[src/rtl/beadPkg.sv]
package beadPkg;
  localparam int BEADS     = 3;            // beads per radix-4 digit
  localparam int OPW       = 4;            // operand width
  localparam int SLICEW    = 2;            // bits per multiplier slice
  localparam int PPDIGITS  = 3;            // digits in one partial product
  localparam int OUTDIGITS = 2 * OPW / SLICEW;
  localparam int MERGEW    = 2 * BEADS + 1; // two groups plus carry-in

  typedef logic [BEADS-1:0] beadT;

  function automatic beadT toBeads(input logic [1:0] v);
    return {v == 2'd3, v >= 2'd2, v != 2'd0};
  endfunction

  function automatic logic [1:0] beadsToBin(input beadT g);
    return {g[1], g[0] & ~g[1] | g[2]};
  endfunction

  function automatic logic beadLegal(input beadT g);
    return (g == 3'b000) || (g == 3'b001) || (g == 3'b011) || (g == 3'b111);
  endfunction
endpackage

[src/rtl/beadPartial.sv]
module beadPartial
  import beadPkg::*;
(
  input  logic [OPW-1:0]             mcand,
  input  logic [SLICEW-1:0]          sel,
  output logic [PPDIGITS-1:0][BEADS-1:0] beadOut
);
  localparam int PW = 2 * PPDIGITS;
  logic [PW-1:0] rawProd;

  assign rawProd = PW'(mcand) * PW'(sel);

  for (genvar g = 0; g < PPDIGITS; g++) begin : gDigit
    assign beadOut[g] = toBeads(rawProd[2*g +: 2]);
  end

  always_comb begin
    for (int g = 0; g < PPDIGITS; g++) begin
      AST_PARTIAL_LEGAL: assert (beadLegal(beadOut[g]));
    end
    AST_PARTIAL_VALUE: assert (
      16 * $countones(beadOut[2]) + 4 * $countones(beadOut[1]) + $countones(beadOut[0])
      == int'(mcand) * int'(sel));
  end
endmodule

[src/rtl/beadColumn.sv]
module beadColumn
  import beadPkg::*;
(
  input  logic [BEADS-1:0] xBeads,
  input  logic [BEADS-1:0] yBeads,
  input  logic             carryIn,
  output logic [1:0]       digit,
  output logic             carryOut
);
  logic [MERGEW-1:0] merged;
  logic [MERGEW-1:0] withCarry;

  // thermometer merge: count > i+m+1 when x > i and y > m
  always_comb begin
    merged = '0;
    for (int j = 0; j < BEADS; j++) merged[j] = xBeads[j] | yBeads[j];
    for (int i = 0; i < BEADS; i++)
      for (int m = 0; m < BEADS; m++)
        merged[i+m+1] = merged[i+m+1] | (xBeads[i] & yBeads[m]);
  end

  // shift one more bead in for the carry
  always_comb begin
    withCarry[0] = merged[0] | carryIn;
    for (int j = 1; j < MERGEW; j++)
      withCarry[j] = merged[j] | (carryIn & merged[j-1]);
  end

  // fold seven-bead thermometer into digit mod 4 and carry
  assign carryOut = withCarry[3];
  assign digit[1] = (withCarry[1] & ~withCarry[3]) | withCarry[5];
  assign digit[0] = (withCarry[0] & ~withCarry[1]) | (withCarry[2] & ~withCarry[3])
                  | (withCarry[4] & ~withCarry[5]) | withCarry[6];

  always_comb begin
    if (beadLegal(xBeads) && beadLegal(yBeads)) begin
      AST_MERGE_THERMO: assert ($onehot0(withCarry ^ (withCarry >> 1)) && !(withCarry[MERGEW-1] && !withCarry[0]));
      AST_COLUMN_CONSERVE: assert (int'(digit) + 4 * int'(carryOut)
        == $countones(xBeads) + $countones(yBeads) + int'(carryIn));
    end
  end
endmodule

[src/rtl/beadMul4x4.sv]
module beadMul4x4
  import beadPkg::*;
(
  input  logic [3:0] mcand,
  input  logic [3:0] mplier,
  output logic [7:0] product
);
  logic [PPDIGITS-1:0][BEADS-1:0] loBeads;
  logic [PPDIGITS-1:0][BEADS-1:0] hiBeads;
  logic [OUTDIGITS-1:0][1:0]      digits;
  logic [OUTDIGITS-1:0]           carries;   // carries[k] leaves column k

  beadPartial u_ppLo (.mcand(mcand), .sel(mplier[1:0]), .beadOut(loBeads));
  beadPartial u_ppHi (.mcand(mcand), .sel(mplier[3:2]), .beadOut(hiBeads));

  assign digits[0]  = beadsToBin(loBeads[0]);
  assign carries[0] = 1'b0;

  for (genvar k = 1; k < OUTDIGITS; k++) begin : gCol
    beadColumn u_col (
      .xBeads  (k < PPDIGITS ? loBeads[k] : hiBeads[PPDIGITS-1]),
      .yBeads  (k < PPDIGITS ? hiBeads[k-1] : '0),
      .carryIn (carries[k-1]),
      .digit   (digits[k]),
      .carryOut(carries[k])
    );
  end

  assign product = digits;

  always_comb begin
    AST_NO_TOP_CARRY: assert (!carries[OUTDIGITS-1]);
    AST_DIGIT0_LOW: assert (product[1:0] == 2'(mcand * mplier[1:0]));
  end
endmodule

[config.mk]
export PLATFORM = sky130hd
export DESIGN_NAME = beadMul4x4
export DESIGN_NICKNAME = d
export VERILOG_FILES = /design/src/rtl/beadPkg.sv /design/src/rtl/beadPartial.sv /design/src/rtl/beadColumn.sv /design/src/rtl/beadMul4x4.sv
export SDC_FILE = /design/constraint.sdc
export NUM_CORES = 1
export LEC_CHECK = 0
export ABC_CLOCK_PERIOD_IN_PS = 8200
export BUFFER_PORTS_ARGS = -buffer_cell sky130_fd_sc_hd__buf_4
export CAP_MARGIN = 20
export CORE_UTILIZATION = 47
export DETAILED_ROUTE_END_ITERATION = 8
export MAX_ROUTING_LAYER = met4
export PLACE_DENSITY_LB_ADDON = 0.15
export SLEW_MARGIN = 20
export SYNTH_ARGS = -nofsm -noshare
export SYNTH_HDL_FRONTEND = slang
export SYNTH_HIERARCHICAL = 1
export SYNTH_SLANG_ARGS = --single-unit
[constraint.sdc]
create_clock -name vclk -period 8.2
set_input_delay 1.64 -clock vclk [all_inputs]
set_output_delay 1.64 -clock vclk [all_outputs]
set_load 0.02 [all_outputs]
==> summary.md <==
| Metric | Value |
|---|---|
| Diodes inserted | 0 |
| Syn Std Cell Area | 1050 µm² |
| DRT iter0 DRCs | 42 |
| Initial antenna violation count | 0 |
| DR vias | 1,048 |
| Drt wl/cell | 11.5 µm |
| # clk buffers | 0 |
| Placed cells | 189 |
| Routed wire length | 2180 µm |
| Switching power | 0.0000627 W |
| Drt pass-1 iters | 4 |
| Setup-failing EPs final | 0 |
| Final Non-Filler Cells | 189 |
| Vias in the first global route | 918 |
| Die W | 49.2 µm |
| CP Buf/Inv Count | 2 |
| Crit path DAT | 5630 ps |
| Initial Util | 0.517 |
| Hold EP | product[0] |
| Area of the multi-input gates | 1000 µm² |
| CP Data Required Time | 6560 ps |
| CP max-delay cell | a222oi_1 |
| Synthesis-to-finish area growth | 10.8% |
| Slew Limit Fails | 0 |
| Yosys cell types | 36 |
| Largest net degree at the start of global routing | 12 |
| Final Cycle Share | 0.887 |
| GR Util All Layers | 0.191 |
| Fin util | 0.573 |
| RSZ-0062 raised after global routing | false |
| Crit-path leading delay family | compound AO/OA/AOI/OAI gates |
| FFs & Latches | 0 |
| FP Rows | 16 |
| Fin. Hold Viols | 0 |
| Hold Path Class | in2out |
| WS Path Type | in2out |
| Hold Startpoint | mplier[0] |
| Design area | 1160 µm² |
| Die H | 49.2 µm |
| CP max stage delay | 570 ps |
| Syn avg cell area | 7.16 µm² |
| Worst VDD drop | 0.0000514 V |
| Final nets | 180 |
| Switching Fraction | 0.572 |
| Slew @ Worst Pin | 735 ps |
| Register area | 0 µm² |
| CP max FO | 11 |
| TNS Setup | 0 ps |
| First-pass GRT wire length | 3830 µm |
| Synth Warn # | 6 |
| Status | finished, final reports clean |
| Clock share of power | 0 |
| Commonest non-fill, non-tap cell in the layout | buf_4 |
| I/O pin count | 16 |
| Core Area | 2020 µm² |
| Cell-internal power | 0.0000469 W |
| Post-DP Area | 1160 µm² |
| Cell Chain, Critical Path | buf_4 > and2_1 > ha_1 > fa_1 > xor2_1 > or2_1 > a222oi_1 > nand2b_1 > a21boi_0 > nand2b_1 > xor2_1 > o21ai_0 > o31ai_1 > a211o_1 > buf_4 |
| Hold_ws | 3720 ps |
| Share of layout cells above drive strength 1 | 0.154 |
| Setup crit end kind | primary output |
| Hold Path Depth | 4 |
| Die area | 2420 µm² |
| Reg power frac | 0 |
| Resize count post-CTS | 0 |
| Slew headroom | 0.506 |
| Max cap viols | 0 |
| Detailed-placement wirelength estimate | 1740 µm |
| Port bufs | 16 |
| Pwr dens | 94.6 nW/µm² |
| GRT overflow | 0 |
| # DRC | 0 |
| Mapped Cells | 146 |
| GPL Wtd Cong | 0.800 |
| Sequential share of the synthesized area | 0 |
| Lkg Pwr | 0.525 nW |
| Hold Buf Count CTS | 0 |
| Fmax | 138 MHz |
| Final Critical Period | 7270 ps |
| DR vias/cell | 5.54 |
| Worst setup SP type | primary input |
| Most frequent cells in the layout | buf_4, conb_1, and2_1 |
| Routed Antenna Nets | 0 |
| Post-CTS Setup Repair Bufs | 0 |
| Fillers | 197 |
| Comb power frac | 1.000 |
-- cell type report --
type	instances	area share
Tap cell	27	0.0292
Inverter	1	0.00324
Timing Repair Buffer	16	0.104
Multi-Input combinational cell	145	0.864
-- how the worst max path moves through the flow --
| stage | start | endpoint | slack [ps] | cells after the start |
|---|---|---|---|---|
| after floorplan | mplier[1] | product[7] | 1810 | 14 |
| after global placement | mplier[1] | product[6] | 1130 | 15 |
| after detailed placement | mplier[1] | product[6] | 1000 | 15 |
| after CTS | mplier[1] | product[6] | 970 | 15 |
| after global routing | mplier[1] | product[6] | 580 | 15 |
| final | mplier[1] | product[6] | 930 | 15 |
-- through the flow --
stage,total power [W],setup WS (ps)
detailed placement,0.000108,998
global placement,0.000105,1130
floorplan,0.0000850,1810
global route,0.000122,583
CTS,0.000109,973
finish,0.000110,928
-- tightest hold or removal path: stages --
cell and delay [ps]:
buf_4 100, a21o_1 100, a21o_1 100, buf_4 130
-- routing by layer --
metal / global-route usage / routed length (µm)
met4: 0 / 0
met1: 0.268 / 1120
met2: 0.326 / 1060
met5: - / 0
met3: 0 / 4
-- logic make-up (layout without fill, tap and decap cells) --
logic type	after synthesis	after routing	synth area share
fa+ha+maj	11	11	0.139
xor+xnor	5	5	0.0419
compound gates	54	54	0.373
simple gates	55	55	0.301
mux	5	5	0.0478
other cells	1	15	0.00359
buf+inv	15	17	0.0933
-- power groups by stage --
stage	combinational (W)	sequential (W)	clock, W
2_1_floorplan	0.0000850	0	0
3_3_place_gp	0.000105	0	0
3_5_place_dp	0.000108	0	0
4_1_cts	0.000109	0	0
5_1_grt	0.000122	0	0
6_report	0.000110	0	0
-- Yosys cell counts, drive strengths merged (5+ instances only) --
library cell  number  area [µm²]
nand2             11        41.3
ha                 6        75.1
mux2i              5        50.1
xor2               5        43.8
buf               12        86.3
nor2               5        18.8
o21ai              9        45.0
a21oi              9        52.6
and2              14        87.6
a211o              6        52.6
a21o               9        71.3
nor3               5        25.0
No activity file was read; power rests on OpenSTA's default activity.
